<file path="config.mk">
export PLATFORM = sky130hd
export DESIGN_NAME = snd_xfer_engine
export DESIGN_NICKNAME = d
export VERILOG_FILES = /design/src/rtl/snd_xfer_pkg.sv /design/src/rtl/xfer_fifo.sv /design/src/rtl/xfer_pacer.sv /design/src/rtl/snd_xfer_engine.sv
export SDC_FILE = /design/constraint.sdc
export NUM_CORES = 1
export LEC_CHECK = 0
export BUFFER_PORTS_ARGS = -buffer_cell sky130_fd_sc_hd__buf_4
export CORE_MARGIN = 3
export CORE_UTILIZATION = 40
export CTS_BUF_LIST = sky130_fd_sc_hd__clkbuf_4 sky130_fd_sc_hd__clkbuf_8
export DETAILED_ROUTE_END_ITERATION = 8
export GPL_ROUTABILITY_DRIVEN = 0
export HOLD_SLACK_MARGIN = 0.06
export PLACE_DENSITY = 0.6
export SLEW_MARGIN = 20
export SYNTH_ARGS = -nofsm -noshare
export SYNTH_HDL_FRONTEND = slang
export SYNTH_SLANG_ARGS = --single-unit
</file>
<file path="constraint.sdc">
create_clock -name clk_i -period 8.1 [get_ports clk_i]
set_clock_uncertainty 0.15 [all_clocks]
set_input_delay 0.405 -clock clk_i [delete_from_list [all_inputs] [get_ports clk_i]]
set_output_delay 0.405 -clock clk_i [all_outputs]
set_load 0.01 [all_outputs]
</file>
<file path="src/rtl/snd_xfer_pkg.sv">
package snd_xfer_pkg;
  typedef enum logic [1:0] {
    XM_STOP   = 2'd0,
    XM_MANUAL = 2'd1,
    XM_DMA_WR = 2'd2,
    XM_DMA_RD = 2'd3
  } xfer_mode_e;
endpackage

</file>
<file path="src/rtl/xfer_fifo.sv">
// Dual-entry push/pop staging FIFO; DEPTH must be a power of two.
module xfer_fifo #(
  parameter int DEPTH = 32,
  parameter int W     = 16,
  localparam int PW   = $clog2(DEPTH),
  localparam int CW   = $clog2(DEPTH + 1)
) (
  input  logic                clk_i,
  input  logic                rst_ni,
  input  logic                clr_i,
  input  logic [1:0]          push_n_i,
  input  logic [1:0][W-1:0]   push_d_i,
  input  logic [1:0]          pop_n_i,
  output logic [CW-1:0]       count_o,
  output logic [1:0][W-1:0]   peek_o
);
  logic [W-1:0]  mem_q [DEPTH];
  logic [PW-1:0] wr_q, rd_q;
  logic [CW-1:0] cnt_q;

  always_ff @(posedge clk_i) begin
    if (!clr_i) begin
      if (push_n_i != 2'd0) mem_q[wr_q] <= push_d_i[0];
      if (push_n_i == 2'd2) mem_q[wr_q + PW'(1)] <= push_d_i[1];
    end
  end

  always_ff @(posedge clk_i or negedge rst_ni) begin
    if (!rst_ni) begin
      wr_q  <= '0;
      rd_q  <= '0;
      cnt_q <= '0;
    end else if (clr_i) begin
      wr_q  <= '0;
      rd_q  <= '0;
      cnt_q <= '0;
    end else begin
      wr_q  <= wr_q + PW'(push_n_i);
      rd_q  <= rd_q + PW'(pop_n_i);
      cnt_q <= cnt_q + CW'(push_n_i) - CW'(pop_n_i);
    end
  end

  assign count_o   = cnt_q;
  assign peek_o[0] = mem_q[rd_q];
  assign peek_o[1] = mem_q[rd_q + PW'(1)];


  fill_bound_chk: assert property (@(posedge clk_i) disable iff (!rst_ni)
    cnt_q <= CW'(DEPTH));

  no_underrun_chk: assert property (@(posedge clk_i) disable iff (!rst_ni)
    !clr_i |-> CW'(pop_n_i) <= cnt_q);

  no_overrun_chk: assert property (@(posedge clk_i) disable iff (!rst_ni)
    !clr_i |-> CW'(push_n_i) <= CW'(DEPTH) - cnt_q);
endmodule

</file>
<file path="src/rtl/xfer_pacer.sv">
// Slot counter: one RAM move per HW_CYCLES cycles; read issued one cycle early.
module xfer_pacer #(
  parameter int HW_CYCLES = 32,
  localparam int CNTW     = $clog2(HW_CYCLES)
) (
  input  logic clk_i,
  input  logic rst_ni,
  input  logic run_i,
  input  logic hold_i,
  input  logic restart_i,
  output logic issue_o,
  output logic step_o
);
  localparam logic [CNTW-1:0] LAST  = CNTW'(HW_CYCLES - 1);
  localparam logic [CNTW-1:0] ISSUE = CNTW'(HW_CYCLES - 2);

  logic [CNTW-1:0] cnt_q;
  logic            adv;

  assign adv = run_i && !hold_i && !restart_i;

  always_ff @(posedge clk_i or negedge rst_ni) begin
    if (!rst_ni)                   cnt_q <= '0;
    else if (restart_i || !run_i)  cnt_q <= '0;
    else if (!hold_i)              cnt_q <= (cnt_q == LAST) ? '0 : cnt_q + CNTW'(1);
  end

  assign issue_o = adv && (cnt_q == ISSUE);
  assign step_o  = adv && (cnt_q == LAST);


  slot_wrap_chk: assert property (@(posedge clk_i) disable iff (!rst_ni)
    step_o |=> (cnt_q == '0));
endmodule

</file>
<file path="src/rtl/snd_xfer_engine.sv">
module snd_xfer_engine
  import snd_xfer_pkg::*;
#(
  parameter int DEPTH     = 32,
  parameter int HW_CYCLES = 32,
  parameter int AW        = 19
) (
  input  logic          clk_i,
  input  logic          rst_ni,
  input  logic          ctrl_we_i,
  input  logic [1:0]    ctrl_mode_i,
  input  logic          addr_we_i,
  input  logic [AW-1:0] addr_i,
  input  logic          man_we_i,
  input  logic [15:0]   man_data_i,
  input  logic          dma_wr_i,
  input  logic [31:0]   dma_wdata_i,
  input  logic          dma_rd_i,
  output logic [31:0]   dma_rdata_o,
  output logic          dma_rd_req_o,
  output logic          dma_wr_req_o,
  output logic          dma_req_o,
  output logic          busy_o,
  output logic          ram_en_o,
  output logic          ram_we_o,
  output logic [AW-1:0] ram_addr_o,
  output logic [15:0]   ram_wdata_o,
  input  logic [15:0]   ram_rdata_i
);
  localparam int HW = 16;
  localparam int CW = $clog2(DEPTH + 1);

  xfer_mode_e       mode_q;
  logic [AW-1:0]    addr_q;
  logic [HW-1:0]    pad_q;
  logic [CW-1:0]    fifo_cnt, space;
  logic [1:0][HW-1:0] peek, push_d;
  logic [1:0]       push_n, pop_n;
  logic full, empty, rd_mode, wr_mode, host_act, stop_clr, mode_chg;
  logic issue, step, rd_issue, wr_step, rd_step;

  assign full     = (fifo_cnt == CW'(DEPTH));
  assign empty    = (fifo_cnt == '0);
  assign space    = CW'(DEPTH) - fifo_cnt;
  assign rd_mode  = (mode_q == XM_DMA_RD);
  assign wr_mode  = (mode_q == XM_DMA_WR) || (mode_q == XM_MANUAL);
  assign host_act = man_we_i || dma_wr_i || dma_rd_i;
  assign mode_chg = ctrl_we_i && (xfer_mode_e'(ctrl_mode_i) != mode_q);
  assign stop_clr = mode_chg && (xfer_mode_e'(ctrl_mode_i) == XM_STOP);
  assign busy_o   = (rd_mode && !full) || (wr_mode && !empty);

  xfer_pacer #(.HW_CYCLES(HW_CYCLES)) u_pacer (
    .clk_i     (clk_i),
    .rst_ni    (rst_ni),
    .run_i     (busy_o),
    .hold_i    (host_act),
    .restart_i (mode_chg),
    .issue_o   (issue),
    .step_o    (step)
  );

  assign rd_issue = issue && rd_mode;
  assign rd_step  = step && rd_mode;
  assign wr_step  = step && wr_mode;

  // Host accesses own the FIFO in their cycle; the engine only steps when idle.
  always_comb begin
    push_n = 2'd0;
    pop_n  = 2'd0;
    push_d = '0;
    if (stop_clr) begin
      push_n = 2'd0;
    end else if (dma_rd_i) begin
      pop_n = (fifo_cnt >= CW'(2)) ? 2'd2 : 2'(fifo_cnt);
    end else if (dma_wr_i) begin
      push_d[0] = dma_wdata_i[15:0];
      push_d[1] = dma_wdata_i[31:16];
      push_n    = (space >= CW'(2)) ? 2'd2 : 2'(space);
    end else if (man_we_i) begin
      push_d[0] = man_data_i;
      push_n    = full ? 2'd0 : 2'd1;
    end else if (rd_step && !full) begin
      push_d[0] = ram_rdata_i;
      push_n    = 2'd1;
    end else if (wr_step) begin
      pop_n = 2'd1;
    end
  end

  xfer_fifo #(.DEPTH(DEPTH), .W(HW)) u_fifo (
    .clk_i    (clk_i),
    .rst_ni   (rst_ni),
    .clr_i    (stop_clr),
    .push_n_i (push_n),
    .push_d_i (push_d),
    .pop_n_i  (pop_n),
    .count_o  (fifo_cnt),
    .peek_o   (peek)
  );

  always_comb begin
    if (fifo_cnt >= CW'(2))      dma_rdata_o = {peek[1], peek[0]};
    else if (fifo_cnt == CW'(1)) dma_rdata_o = {peek[0], peek[0]};
    else                         dma_rdata_o = {pad_q, pad_q};
  end

  assign ram_en_o    = rd_issue || wr_step;
  assign ram_we_o    = wr_step;
  assign ram_addr_o  = addr_q;
  assign ram_wdata_o = peek[0];

  always_ff @(posedge clk_i or negedge rst_ni) begin
    if (!rst_ni) begin
      mode_q <= XM_STOP;
      addr_q <= '0;
      pad_q  <= '0;
    end else begin
      if (ctrl_we_i) mode_q <= xfer_mode_e'(ctrl_mode_i);
      if (addr_we_i)     addr_q <= {addr_i[AW-1:1], 1'b0};
      else if (ram_en_o) addr_q <= addr_q + AW'(2);
      if (stop_clr)      pad_q <= '0;
      else if (dma_rd_i) pad_q <= dma_rdata_o[31:16];
    end
  end

  assign dma_rd_req_o = rd_mode && full;
  assign dma_wr_req_o = (mode_q == XM_DMA_WR) && empty;
  assign dma_req_o    = dma_rd_req_o || dma_wr_req_o;


  stop_empties_chk: assert property (@(posedge clk_i) disable iff (!rst_ni)
    stop_clr |=> (fifo_cnt == '0) && !busy_o);

  addr_step_chk: assert property (@(posedge clk_i) disable iff (!rst_ni)
    (ram_en_o && !addr_we_i) |=> (ram_addr_o == $past(ram_addr_o) + AW'(2)));

  full_drop_chk: assert property (@(posedge clk_i) disable iff (!rst_ni)
    (man_we_i && !dma_rd_i && !dma_wr_i && !ctrl_we_i && full) |=> full);

  stopped_quiet_chk: assert property (@(posedge clk_i) disable iff (!rst_ni)
    (mode_q == XM_STOP) |-> !ram_en_o);

  idle_req_chk: assert property (@(posedge clk_i) disable iff (!rst_ni)
    (mode_q == XM_STOP || mode_q == XM_MANUAL) |-> !dma_req_o);
endmodule

</file>
# Word-level counts from Yosys, hierarchy flattened
# Memories as Yosys holds them, arrays and structs flattened.
# Index checks and enable logic that the tools add are counted.
# W data, S select, Z words.
# word_totals
n_memories	1
wordCells	98
regBits	58
output_inout_bits	73
in_bits	92
ramBits	512
# classes
n_lt_le_gt_ge	2
n_eq_ne	10
n_addsub	9
reduce_logical	31
n_mux	38
# memory_table
memory	words	word_bits	rd	rd_ports_with_merged_regs	wr	line_no	text
u_fifo.mem_q	32	16	2	0	2	xfer_fifo.sv:17	logic [W-1:0] mem_q [DEPTH];
# op_table
cell	n
$mux W32	4
$mux W16	6
$mux W19	2
$mux W5	5
$add A19 B2 Y19 const B	1
$add A5 B1 Y5 const B	3
$logic_and A1 B1 Y1	14
$mux W2	7
$mux W1	13
$ge A6 B2 Y1 const B	2
$add A5 B2 Y5	2
$eq A5 B5 Y1 const B	2
$logic_or A1 B1 Y1	7
$add A6 B2 Y6	1
$eq A2 B2 Y1 const B	3
$eq A6 B1 Y1 const B	1
$eq A6 B6 Y1 const B	1
$logic_not A6 Y1	1
$mux W6	1
$reduce_bool A2 Y1	3
$sub A6 B2 Y6	1
$sub A6 B6 Y6 const A	1
$logic_not A1 Y1	5
$eq A2 B1 Y1 const B	1
other kinds (3)	3

# Logic depth before layout (Yosys ltp)
# logic_depth
ltp_word	18
ltp_mapped	19
ltp_nobuf	18

# Hierarchy
# From an unflattened synthesis, not the netlist that was laid out.
# hier_totals
hier_cells	2583
hier_area_um2	35669.2
# modules_own_cells
mod	instances	cells_each	area_per_inst_um2
xfer_fifo	1	2135	31965.7
snd_xfer_engine	1	416	3408.3
xfer_pacer	1	32	295.3

# Worst setup path before layout
# OpenSTA, ideal clock, no wires.
# synth_path
path_type	register to register
startpoint	register u_fifo.cnt_q[2] (netlist: u_fifo.count_o[2])
endpoint	memory u_fifo.mem_q[11][0] (enable)
path_stages_with_launch	9
setup_time_ns	0.436
arrival_ns	3.702
path_buffers	0
period_less_slack_ns	4.287
required_ns	7.514
setup_slack_ns	3.813
path_cell_list	dfrtp_1 > inv_1 > ha_1 > and2_1 > o221a_2 > nor4_4 > o311a_2 > nor2_1 > o41ai_1
# synth_lines
element	line_no	text
from (decl)	xfer_fifo.sv:19	logic [CW-1:0] cnt_q;
from (signal assigned)	xfer_fifo.sv:40	cnt_q <= cnt_q + CW'(push_n_i) - CW'(pop_n_i);
to (decl)	xfer_fifo.sv:17	

# Worst setup path after layout
# layout_path
startpoint	register u_fifo.rd_q[0]
endpoint	output port dma_rdata_o[20]
# layout_between
elab_chain_len	3
elab_cells_between_ends	4
# layout_rtl
element	line_no	text
from (decl)	xfer_fifo.sv:18	logic [PW-1:0] wr_q, rd_q;
from (signal assigned)	xfer_fifo.sv:39	rd_q <= rd_q + PW'(pop_n_i);
$add A5 B1 Y5 / $mem_v2 Z32 W16 (equally long branches)	-	
$mem_v2 Z32 W16 *	-	
$mux W32 *	snd_xfer_engine.sv:102	if (fifo_cnt >= CW'(2)) dma_rdata_o = {peek[1], peek[0]};
to (decl)	snd_xfer_engine.sv:19	output logic [31:0] dma_rdata_o,
# Mark *: on every way between the ends. The rest lies on a longest branch, timed or not.

==> results.txt <==
The clock latency reported for the late side of the worst-skew pair is 710 ps. The core area is 82800 um^2. The xor/xnor cell area share of the yosys netlist came out at less than 1%.

The master cell of the clock root buffer is sky130_fd_sc_hd__clkbuf_8. The via count of the first global-routing pass is 26300. The worst path required time came out at 7550 ps.

The register bit count reported by yosys is 569. The worst hold path belongs to the class in -> reg. The static power due to leakage is about 13 nW. The post-cts repair resize count came out at 0. The final-stage net count is 3295. The maximum number of pins on one net before global-route repair is 113.

STA classifies the critical path endpoint as an output port. TritonCTS built the clock tree. The register clock-pin slew on the reported worst setup and hold paths is approximately 60 ps. The buffer count from post-CTS setup fixing came out at 0.

After synthesis, the largest family of logic cells by area is multiplexers. Clock tree synthesis found a total of roughly 570 sinks. The number of antenna violations at the first check in global routing is 4.

Summed over all failing endpoints, the final setup total negative slack is 0 ps. In this run the deepest clock path goes through 3 buffers. The number of buffers created by CTS came out at 98.

The detailed router placed between 20000 and 30000 vias in this run. The final hold violation count came out at 0. The worst path arrival time came out at 4800 ps.

The most common cell in the synthesized netlist is sky130_fd_sc_hd__nand2_1. The count of maximum capacitance violations is 0. For this run, the total global-route usage over all layers was measured as 26.5%. The remaining number of nets flagged by the antenna check after routing is 0. The worst path in the final design needs a cycle of 5350 ps, including I/O delays and setup.

The count of cell types in the netlist came out at 67. The share of Yosys cell area claimed by the top area cell type came out at 45.6%. The final routed wire length divided by cell count is between 20 and 30 um.

The flow ran to the end, and the final reports show no timing, DRC or antenna violations. The aggregate routed wire length is approximately 120000 um. The area enclosed by the die boundary is 87800 um^2.

The global-route wire length before repair is 171000 um. The chip width is 296 um. The synthesized area per cell came out at 11.0 um^2. The overall die height came out at 296 um. For this run, asynchronously set or reset flops after synthesis account for around 10%.

The remaining max-slew budget at the tightest pin is around 24%. By count the netlist is led by sky130_fd_sc_hd__nand2_1, sky130_fd_sc_hd__o21ai_0, sky130_fd_sc_hd__edfxtp_1. The setup slack at placement came out at 3480 ps.

The row count came out at 105. The launching element type of the critical path is a register. The share of synthesized cell area in and, or, nand and nor gates came out at 11.4%.

The average via count per standard cell is ~6.2. The H-tree depth reported by CTS is 3. The detailed router finished its first iteration with roughly 3300 violations.

The total congestion overflow after global routing came out at 0. The mapped netlist covers roughly 34000 um^2. After synthesis, flip-flops and latches occupy between 40% and 50% of the total area. For this design the ratio of total power to cell area is 322 nW/um^2. The number of max-slew violations in the final report came out at 0.

The number of endpoints failing setup at the final stage is 0. The first-pass detailed-route iteration total is 8. Yosys printed 0 warnings. The post-synthesis net count came out at approximately 3200. The slew at the pin with the worst max-slew slack is 1130 ps. The initial core utilization came out at 40.7%. The final critical-path setup slack came out at 2750 ps. The maximum clock rate came out at 0.187 GHz. Cells with a size suffix above 1 make up around 23% of the layout. The relative area change from synthesis to final layout is 14.0%. Setup repair after global routing left no endpoint under its margin. The utilization after layout came out at between 40% and 50%. The number of input and output port buffers inserted is 162. The number of enable flip-flop cells after synthesis came out at slightly above 500. The most common flop cell mapped by yosys is sky130_fd_sc_hd__edfxtp_1. The part of the cycle the worst path needs came out at 66.1%. For this run, design rule violations remaining after detail routing come to 0.

Ranked by total cell area, the synthesized netlist is headed by sky130_fd_sc_hd__edfxtp_1, sky130_fd_sc_hd__mux4_2, sky130_fd_sc_hd__o21ai_0. Synthesis handed over a netlist of 3072 instances. Summing the areas of all compound-gate instances in the mapped netlist gives between 10% and 20% of the synthesized area. The biggest area contributor in the post-synthesis netlist is sky130_fd_sc_hd__edfxtp_1.

The adder-cell share of the synthesized area came out at 1.17%. The number of I/O pins came out at approximately 170. The mux cell area share after synthesis came out at 18.7%.

The maximum fanout along the worst path is 47. The HPWL after detailed placement is 73600 um. The count of fill cells added during filler insertion is 7500. The peak supply drop is 345 uV. The critical path is of the reg -> out type.
[worst paths after layout]
| check | from | endpoint | slack (ps) | cells past startpoint |
|---|---|---|---|---|
| min | man_we_i | u_pacer.cnt_q[1]$_DFFE_PN0P_ | 120 | 4 |
| max | u_fifo.rd_q[0]$_DFF_PN0_ | dma_rdata_o[20] | 2750 | 9 |
| max in group asynchronous | rst_ni | u_fifo.rd_q[1]$_DFF_PN0_ | 6790 | 2 |
| max reg2reg | u_fifo.count_o[2]$_DFF_PN0_ | u_fifo.mem_q[13][10]$_DFFE_PP_ | 3630 | 11 |
| min reg2reg | pad_q[9]$_DFFE_PN0P_ | pad_q[9]$_DFFE_PN0P_ | 390 | 1 |
| min in group asynchronous | rst_ni | ram_addr_o[15]$_DFFE_PN0N_ | 270 | 2 |
[cells by family (layout without fill, tap and decap cells)]
family,Yosys count,after routing
compound gates,797,797
xor+xnor,32,32
fa+ha+maj,29,29
buf+inv,365,545
flops,569,569
mux,347,347
other cells,1,4
simple gates,932,932
[per-stage QoR]
stage | total power, W | area [um^2] | std cells | hold slack, ps
3_5_place_dp | 0.00964 | 35800 | 4082 | 375
3_3_place_gp | 0.00954 | 35800 | 4081 | 378
2_1_floorplan | 0.00742 | 33700 | 3072 | -40.6
4_1_cts | 0.0123 | 38400 | 4321 | 76.8
5_1_grt | 0.0129 | 38400 | 4324 | 130
6_report | 0.0124 | 38400 | 4325 | 115
[state kept, by name, indices dropped and copies added, names as in the netlist]
register / cells
mode_q: 2
pad_q: 16
ram_addr_o: 18
u_fifo.count_o: 6
u_fifo.mem_q: 512
u_fifo.rd_q: 5
u_fifo.wr_q: 5
u_pacer.cnt_q: 5
[final cells by class]
cell class	count	area, um^2	share of cell area [%]
tap	1070	1340	3.48
multi-input combinational	2138	15500	40.4
timing repair buffer	330	2700	7.01
antenna	3	7.51	0.0195
clock inverter	25	128	0.332
sequential	569	16800	43.7
inverter	37	139	0.361
clock buffer	153	1810	4.70
[worst max-delay path: stages, from the launching register on]
cell	delay (ps)
sky130_fd_sc_hd__dfrtp_4	430
sky130_fd_sc_hd__buf_4	630
sky130_fd_sc_hd__buf_4	570
sky130_fd_sc_hd__mux4_2	570
sky130_fd_sc_hd__mux2i_1	360
sky130_fd_sc_hd__nor2_1	70
sky130_fd_sc_hd__o21ai_1	680
sky130_fd_sc_hd__a21oi_1	160
sky130_fd_sc_hd__a41o_1	350
sky130_fd_sc_hd__buf_4	190
[cell usage in the layout (no fill, tap or decap), drive strengths merged, types with 2 or more instances in the layout]
cell	netlist	final
ha	25	25
or3	5	5
inv	37	39
edfxtp	512	512
diode	0	3
buf	107	269
o21ai	616	616
clkbuf	221	153
a21o	16	16
o41ai	2	2
and3	16	16
nand2b	8	8
nand2	729	729
mux4	222	222
clkinv	0	22
a211oi	2	2
o211ai	21	21
or2	3	3
fa	4	4
o21a	3	3
nor3	8	8
dlygate4sd3	0	61
nor2	86	86
a32oi	17	17
nor2b	13	13
nor4	3	3
and2	6	6
dfrtp	57	57
nand4	8	8
o221ai	14	14
xnor2	18	18
o22ai	2	2
mux2	33	33
a22o	17	17
xor2	14	14
mux2i	92	92
a21oi	29	29
a41o	16	16
a221oi	31	31
nand3	42	42
[power by group]
| part | leakage (nW) | switching (W) | internal (W) |
|---|---|---|---|
| combinational | 6.91 | 0.00350 | 0.00249 |
| sequential | 5.40 | 0.000239 | 0.00350 |
| clock | 1.04 | 0.00123 | 0.00141 |
| total | 13.4 | 0.00497 | 0.00740 |
[repair_timing]
action	4_1_cts	5_1_grt
setup endpoints to repair	0	0
hold buffers	61	0
hold endpoints to repair	87	0
[routing by layer]
layer  part of all wire, %  track usage [%]  vias to the layer above
li1                      -                -                    11600
met1                    38             35.2                    13200
met2                    46             42.2                     1703
met3                    11             5.26                      324
met4                   4.6             12.2                        0
met5                     0                0                        -
Power figures use the tool's default switching activity.
